[src/rtl/dma_reg_pkg.sv]
`timescale 1ns/1ps
package dma_reg_pkg;
  localparam int DATA_W = 8;
  localparam int PTR_W  = 5;
  localparam int CMD_W  = 3;
  localparam int N_CH   = 4;

  // operation codes carried in the upper bits of a base write
  localparam logic [CMD_W-1:0] OP_EN_TXA = 3'b110;
  localparam logic [CMD_W-1:0] OP_EN_RXB = 3'b111;

  // channel order inside the event vectors (highest index = most significant)
  localparam int CH_RXA = 3;
  localparam int CH_TXA = 2;
  localparam int CH_RXB = 1;
  localparam int CH_TXB = 0;

  function automatic logic [2*N_CH-1:0] pack_flags(input logic [N_CH-1:0] tc,
                                                    input logic [N_CH-1:0] ab);
    return {tc, ab};
  endfunction
endpackage

[src/rtl/dma_ptr_ctl.sv]
`timescale 1ns/1ps
module dma_ptr_ctl
  import dma_reg_pkg::*;
(
  input  logic             clk,
  input  logic             rst_n,
  input  logic             acc,
  input  logic             wr,
  input  logic [PTR_W-1:0] ptr_field,
  output logic [PTR_W-1:0] ptr_q,
  output logic             at_base
);
  logic [PTR_W-1:0] ptr_d;
  logic             ptr_en;

  assign at_base = (ptr_q == '0);
  assign ptr_en  = acc;

  always_comb begin
    ptr_d = ptr_q;
    if (acc) begin
      // a base write loads the index, every other access consumes it
      ptr_d = (at_base && wr) ? ptr_field : '0;
    end
  end

  always_ff @(posedge clk or negedge rst_n) begin
    if (!rst_n)      ptr_q <= '0;
    else if (ptr_en) ptr_q <= ptr_d;
  end
endmodule

[src/rtl/dma_status_reg.sv]
`timescale 1ns/1ps
module dma_status_reg
  import dma_reg_pkg::*;
(
  input  logic              clk,
  input  logic              rst_n,
  input  logic              clr,
  input  logic [N_CH-1:0]   evt_tc,
  input  logic [N_CH-1:0]   evt_abort,
  output logic [DATA_W-1:0] st_q
);
  logic [DATA_W-1:0] st_d;
  logic [DATA_W-1:0] set_v;
  logic              st_en;

  assign set_v = pack_flags(evt_tc, evt_abort);
  assign st_en = clr | (|set_v);

  always_comb begin
    // clear first, then merge this cycle's events so none are lost
    st_d = (clr ? '0 : st_q) | set_v;
  end

  always_ff @(posedge clk or negedge rst_n) begin
    if (!rst_n)     st_q <= '0;
    else if (st_en) st_q <= st_d;
  end
endmodule

[src/rtl/dma_cmd_dec.sv]
`timescale 1ns/1ps
module dma_cmd_dec
  import dma_reg_pkg::*;
(
  input  logic             clk,
  input  logic             rst_n,
  input  logic             cmd_wr,
  input  logic [CMD_W-1:0] op,
  output logic             en_txa,
  output logic             en_rxb
);
  logic set_txa, set_rxb;

  assign set_txa = cmd_wr && (op == OP_EN_TXA);
  assign set_rxb = cmd_wr && (op == OP_EN_RXB);

  always_ff @(posedge clk or negedge rst_n) begin
    if (!rst_n)       en_txa <= 1'b0;
    else if (set_txa) en_txa <= 1'b1;
  end

  always_ff @(posedge clk or negedge rst_n) begin
    if (!rst_n)       en_rxb <= 1'b0;
    else if (set_rxb) en_rxb <= 1'b1;
  end
endmodule

[src/rtl/dma_reg_bank.sv]
`timescale 1ns/1ps
module dma_reg_bank
  import dma_reg_pkg::*;
#(
  parameter int NUM_REGS = 16
) (
  input  logic              clk,
  input  logic              rst_n,
  input  logic              wr_en,
  input  logic [PTR_W-1:0]  addr,
  input  logic [DATA_W-1:0] wdata,
  output logic [DATA_W-1:0] rdata
);
  localparam int LAST = NUM_REGS - 1;

  logic [DATA_W-1:0] mem_q [1:LAST];

  for (genvar g = 1; g <= LAST; g++) begin : g_reg
    logic hit;
    assign hit = wr_en && (int'(addr) == g);
    always_ff @(posedge clk or negedge rst_n) begin
      if (!rst_n)   mem_q[g] <= '0;
      else if (hit) mem_q[g] <= wdata;
    end
  end

  always_comb begin
    rdata = '0;
    for (int i = 1; i <= LAST; i++) begin
      if (int'(addr) == i) rdata = mem_q[i];
    end
  end
endmodule

[src/rtl/dma_reg_front.sv]
`timescale 1ns/1ps
module dma_reg_front
  import dma_reg_pkg::*;
#(
  parameter int NUM_REGS = 16
) (
  input  logic              clk,
  input  logic              rst_n,
  input  logic              bus_sel,
  input  logic              bus_wr,
  input  logic [DATA_W-1:0] bus_wdata,
  output logic [DATA_W-1:0] bus_rdata,
  input  logic [N_CH-1:0]   evt_tc,
  input  logic [N_CH-1:0]   evt_abort,
  output logic              en_txa,
  output logic              en_rxb
);
  logic [1:0]        rs_q;
  logic              rst_sync_n;
  logic [PTR_W-1:0]  ptr_q;
  logic              at_base;
  logic              base_rd, base_wr, ind_wr, any_rd;
  logic [DATA_W-1:0] status_q, bank_rdata, rdata_d;

  // asynchronous assertion, synchronous release
  always_ff @(posedge clk or negedge rst_n) begin
    if (!rst_n) rs_q <= '0;
    else        rs_q <= {rs_q[0], 1'b1};
  end
  assign rst_sync_n = rs_q[1];

  assign any_rd  = bus_sel && !bus_wr;
  assign base_rd = any_rd && at_base;
  assign base_wr = bus_sel && bus_wr && at_base;
  assign ind_wr  = bus_sel && bus_wr && !at_base;

  dma_ptr_ctl u_ptr (
    .clk(clk), .rst_n(rst_sync_n), .acc(bus_sel), .wr(bus_wr),
    .ptr_field(bus_wdata[PTR_W-1:0]), .ptr_q(ptr_q), .at_base(at_base)
  );

  dma_status_reg u_stat (
    .clk(clk), .rst_n(rst_sync_n), .clr(base_rd),
    .evt_tc(evt_tc), .evt_abort(evt_abort), .st_q(status_q)
  );

  dma_cmd_dec u_cmd (
    .clk(clk), .rst_n(rst_sync_n), .cmd_wr(base_wr),
    .op(bus_wdata[DATA_W-1 -: CMD_W]), .en_txa(en_txa), .en_rxb(en_rxb)
  );

  dma_reg_bank #(.NUM_REGS(NUM_REGS)) u_bank (
    .clk(clk), .rst_n(rst_sync_n), .wr_en(ind_wr), .addr(ptr_q),
    .wdata(bus_wdata), .rdata(bank_rdata)
  );

  always_comb begin
    rdata_d = at_base ? status_q : bank_rdata;
  end

  always_ff @(posedge clk or negedge rst_sync_n) begin
    if (!rst_sync_n) bus_rdata <= '0;
    else if (any_rd) bus_rdata <= rdata_d;
  end
endmodule

[config.mk]
export PLATFORM = sky130hd
export DESIGN_NAME = dma_reg_front
export DESIGN_NICKNAME = d
export VERILOG_FILES = /design/src/rtl/dma_reg_pkg.sv /design/src/rtl/dma_ptr_ctl.sv /design/src/rtl/dma_status_reg.sv /design/src/rtl/dma_cmd_dec.sv /design/src/rtl/dma_reg_bank.sv /design/src/rtl/dma_reg_front.sv
export SDC_FILE = /design/constraint.sdc
export NUM_CORES = 1
export LEC_CHECK = 0
export CORE_MARGIN = 3
export CORE_UTILIZATION = 57
export DETAILED_ROUTE_END_ITERATION = 10
export DONT_BUFFER_PORTS = 1
export GPL_TIMING_DRIVEN = 1
export HOLD_SLACK_MARGIN = 0.12
export PLACE_DENSITY_LB_ADDON = 0.25
export SYNTH_ARGS = -nofsm -noshare
export SYNTH_HDL_FRONTEND = slang
export SYNTH_SLANG_ARGS = --single-unit
[constraint.sdc]
create_clock -name clk -period 4.67 [get_ports clk]
set_input_delay 0.7005 -clock clk [delete_from_list [all_inputs] [get_ports clk]]
set_output_delay 0.7005 -clock clk [all_outputs]
set_load 0.1 [all_outputs]
* Word-level counts from Yosys, hierarchy flattened
Index checks and enable logic that the tools add are counted.
Storage, ports and cells: register bits after elaboration 145, bits of input ports 20, output and inout bits 10, word-level logic and storage cells 85
Cells by class: equality and inequality tests 17, mux-type cells 18, bitwise logic cells 2, reduce and logical (&&, ||, !) cells 27
Operator list (number):
- two-way mux 8 bit | 17
- equality test 5 bit (second input constant) | 8
- logical AND 1 bit | 23
- equality test 5 x 4 -> 1 bit (second input constant) | 4
- equality test 5 x 3 -> 1 bit (second input constant) | 2
- bitwise OR 8 bit | 1
- OR reduction 8 bit | 1
- equality test 3 bit (second input constant) | 2
- equality test 5 x 2 -> 1 bit (second input constant) | 1
- logical NOT 5 bit | 1
- two-way mux 5 bit | 1
- logical NOT 1 bit | 2
- bitwise OR 1 bit | 1

* Longest topological paths before layout
word-level depth 17, depth in mapped cells 8, gate-level depth less buffers 5

* Modules after synthesis
Synthesis repeated with hierarchy kept, for this count alone.
Unflattened totals: cell total of the unflattened synthesis 553, area, all modules 7011.7 um^2
By module, submodules not included:
- dma_reg_bank | times used 1, cells each 473, area an instance 5858.1 um^2, sequential area each 3002.9 um^2
- dma_reg_front | times used 1, cells each 34, area an instance 534.3 um^2, sequential area each 250.2 um^2
- dma_ptr_ctl | times used 1, cells each 24, area an instance 282.8 um^2, sequential area each 125.1 um^2
- dma_status_reg | times used 1, cells each 17, area an instance 264.0 um^2, sequential area each 200.2 um^2
- dma_cmd_dec | times used 1, cells each 5, area an instance 72.6 um^2, sequential area each 50.0 um^2

* Worst setup path before layout
No wires, ideal clock.
path type input to register, start in bus_sel, end reg u_bank.mem_q[79] (netlist name), setup time 0.125 ns, arrival time 2.063 ns, required time 4.545 ns, path slack 2.482 ns, stages on the path 6, buffers on the path 2, cell sequence buf_4 -> nand2_4 -> or4_1 -> buf_4 -> nor2_8 -> mux2_2
On the way: longest elaborated chain between the ends 3
RTL lines:
- start, declared | RTL line dma_reg_front.sv:9 | input logic bus_sel,
- logical AND 1 bit (2 in series) | RTL line dma_reg_front.sv:35 | assign ind_wr = bus_sel && bus_wr && !at_base;
- logical AND 1 bit | RTL line dma_reg_bank.sv:20 | assign hit = wr_en && (int'(addr) == g);
- end signal, assigned by index | RTL line dma_reg_bank.sv:23 | else if (hit) mem_q[g] <= wdata;
- end, declared | RTL line dma_reg_bank.sv:16 | logic [DATA_W-1:0] mem_q [1:LAST];
Every way passes these cells. A chain may end at the register's enable or synchronous reset.

* Worst setup path in the final report
start reg u_ptr.ptr_q[1], end reg bus_rdata[7]
On the way: longest elaborated chain between the ends 17, elaborated cells on any way between the ends 32, those cells by class eq/ne (15); mux (16); reduce/logical (1)
RTL lines:
- start, declared | RTL line dma_ptr_ctl.sv:10 | output logic [PTR_W-1:0] ptr_q,
- start signal, assigned | RTL line dma_ptr_ctl.sv:29 | else if (ptr_en) ptr_q <= ptr_d;
- equality test 5 x 2 -> 1 bit | RTL line dma_reg_bank.sv:30 | if (int'(addr) == i) rdata = mem_q[i];
- two-way mux 8 bit (15 in series) | RTL line dma_reg_bank.sv:30
- two-way mux 8 bit * | RTL line dma_reg_front.sv:58 | rdata_d = at_base ? status_q : bank_rdata;
- end signal, assigned | RTL line dma_reg_front.sv:63 | else if (any_rd) bus_rdata <= rdata_d;
- end, declared | RTL line dma_reg_front.sv:12 | output logic [DATA_W-1:0] bus_rdata,
Every way passes the cells marked *; elsewhere a longest branch is shown, timed or not.

==> results.toml <==
[clocking]
htree_levels = 4
clk_latency_ps = 430
clkSlewWorstSetupHoldPaths_ps = 60
cts_hold_buf = 1
cts_sinks = 145
cts.repair.resized = 0
cts_buffers = 17
clock_path_buffers = 2
cts-root-buf = "clkbuf_16"
post_cts_buffers = 0
cts_tree = "built"

[placement]
dp_slack_ps = 1700
dp_hpwl_um = 11600
gp_congestion = 0.924
port_buffers = 0

[worst_setup_path]
cp_data_required_time_ps = 4970
startpoint = "u_ptr.ptr_q[1]"
cpMostUsedCell = "o22ai_1"
cp-end-kind = "flop"
critical_path.cell_chain = "buf_4 > nand2_1 > o311ai_0 > o22ai_1 > a221oi_1 > o22ai_1"
critical_path_buf_inv_count = 1
slowest_delay_ps = 640
arrival_ps = 3390
critPathMaxFanout = 29
startpoint_type = "flop"
cpMaxStageDelayCell = "o311ai_0"
crit_type = "reg2reg"
path_delay_family = "compound AO/OA/AOI/OAI gates"
r2r_start = "u_ptr.ptr_q[1]"

[timing]
setup_tns_ps = 0
slew_headroom_pct = 36.3
layout_setup_ws_ps = 1580
hold_viol = 0
setup_violations = 0
worst_slew_pin_slew_ps = 953
finalCritPeriodShare_pct = 66.1
rsz0062_at_grt = "false"
finalMaxSlewViolations = 0
fin_hold_ws_ps = 354
fmax_mhz = 324
clock_skew_ps = 6.88
fin_crit_ps = 3090

[floorplan]
ios = 30
die_x_um = 118
die_area_sq_um = 13800
row_count = 40
die_y_um = 118
core_area_sq_um = 12100
initial_utilization_pct = 58.6

[finish]
fillers = 944
layout_commonest_cell = "dfrtp_1"
final_core_util_pct = 64.2
insertedDiodeCount = 0
synthToLayoutAreaGrowth_pct = 9.48
drive_gt1_share_pct = 31.7
layout_common_cells = "dfrtp_1, mux2_2, nand2_1, a21oi_1, o21ai_0"
multi_input_area_sq_um = 3210
seqCellArea_sq_um = 3630
nets = 597

[synth]
synth_top_flop_cell = "dfrtp_1"
avgSynthCellArea_sq_um = 12.0
synth_cell_types = 60
syn_area_sq_um = 7100
ys_ff_latch = 145
syn_nets = 612
synth_seq_area_share_pct = 51.1
synth_cells = 592
ys_warn_count = 0
synthArstFlopShare_pct = 100
synth_edf_count = 0

[grt]
antenna_found_initial = 0
grt_pass1_wl_um = 28200
track_usage_pct = 26.7
grt.overflow.total = 0
grt_pass1_vias = 4927
grt_max_degree = 56

[route]
dr.pass1.iters = 6
via_count = 4922
final_antenna_net_count = 0
via_per_inst = 6.49
routedWlPerCell_um = 23.5
drt_iter0_markers = 669
drcViolationCount = 0
routed_wl_um = 17800

[run]
max_cap_violations = 0

[worst_hold_path]
hold_class = "reg2reg"
hp-start = "rs_q[0]"

[pwr]
leakagePower_nw = 3.42
powerDensity_nw_per_um2 = 525
ir_drop_mv = 0.319

[outcome]
status = "finished, final reports clean"
## power by group
group	total [mW]	switching, mW	internal [mW]
clock	1.43	0.512	0.918
combinational	0.716	0.374	0.342
sequential	1.94	0.423	1.51
total	4.08	1.31	2.77
## cells in the mapped netlist, drive strengths merged (3+ instances only)
master | n | area, sq um
o21ai | 26 | 130
nand2b | 7 | 43.8
a2bb2oi | 3 | 26.3
nand3 | 18 | 90.1
and3b | 4 | 35.0
o311ai | 3 | 26.3
mux2i | 14 | 140
o2bb2ai | 4 | 35.0
nand2 | 40 | 160
inv | 11 | 41.3
nor3 | 11 | 110
nand4 | 6 | 37.5
a21o | 8 | 60.1
a211oi | 7 | 52.6
nor2b | 5 | 31.3
mux2 | 124 | 1400
dfrtp | 145 | 3630
o22ai | 8 | 50.1
o221a | 3 | 33.8
nor2 | 21 | 169
nor4 | 3 | 33.8
clkbuf | 19 | 73.8
buf | 22 | 145
a22oi | 7 | 52.6
a21oi | 38 | 190
o31ai | 4 | 30.0
or2 | 3 | 18.8
## flip-flops by register name, summed over array words and instances (netlist names)
register      count
u_cmd.en_txa      1
u_stat.st_q       8
bus_rdata         8
u_ptr.ptr_q       5
u_bank.mem_q    120
rs_q              2
u_cmd.en_rxb      1
## path summary, 6_finish.rpt
kind / end / slack (ps) / depth (start not counted)
setup / recovery: bus_rdata[7] / 1580 / 6
hold / removal: rs_q[1] / 350 / 0
setup reg to reg: bus_rdata[7] / 1580 / 6
hold reg to reg: rs_q[1] / 350 / 0
max in group asynchronous: u_bank.mem_q[28] / 3220 / 1
min in group asynchronous: u_bank.mem_q[95] / 380 / 0
## worst register-to-register path: stages, from the launching register on
cell and delay, ps:
dfrtp_1 580, buf_4 410, nand2_1 550, o311ai_0 640, o22ai_1 190, a221oi_1 450, o22ai_1 130
## through the flow
| step | power, mW | instance area (sq um) | cells |
|---|---|---|---|
| after floorplan | 2.47 | 7100 | 592 |
| after global placement | 2.62 | 7140 | 725 |
| after detailed placement | 2.65 | 7140 | 725 |
| after global routing | 4.25 | 7770 | 758 |
| after CTS | 4.08 | 7770 | 758 |
| final | 4.08 | 7770 | 758 |
## cell type report
class | count | area share (%)
Clock inverter | 10 | 2.03
Tap cell | 168 | 2.70
Sequential cell | 145 | 46.8
Multi-Input combinational cell | 395 | 41.3
Timing Repair Buffer | 7 | 0.708
Clock buffer | 22 | 5.97
Inverter | 11 | 0.531
## per-layer routing
| metal | share of wire (%) | track usage (%) | vias to the layer above |
|---|---|---|---|
| li1 | - | - | 2131 |
| met1 | 41 | 35.1 | 2498 |
| met2 | 46 | 40.2 | 237 |
| met3 | 9.0 | 9.42 | 56 |
| met4 | 3.3 | 11.4 | 0 |
| met5 | 0 | 0 | - |
## cell families after synthesis
family                 synth area share (%)
other                                0.0528
AND/OR/NAND/NOR                        12.0
AO/OA/AOI/OAI                          11.5
buffers and inverters                  3.67
multiplexers                           21.6
flip-flops                             51.1
No activity file was read; power rests on OpenSTA's default activity.
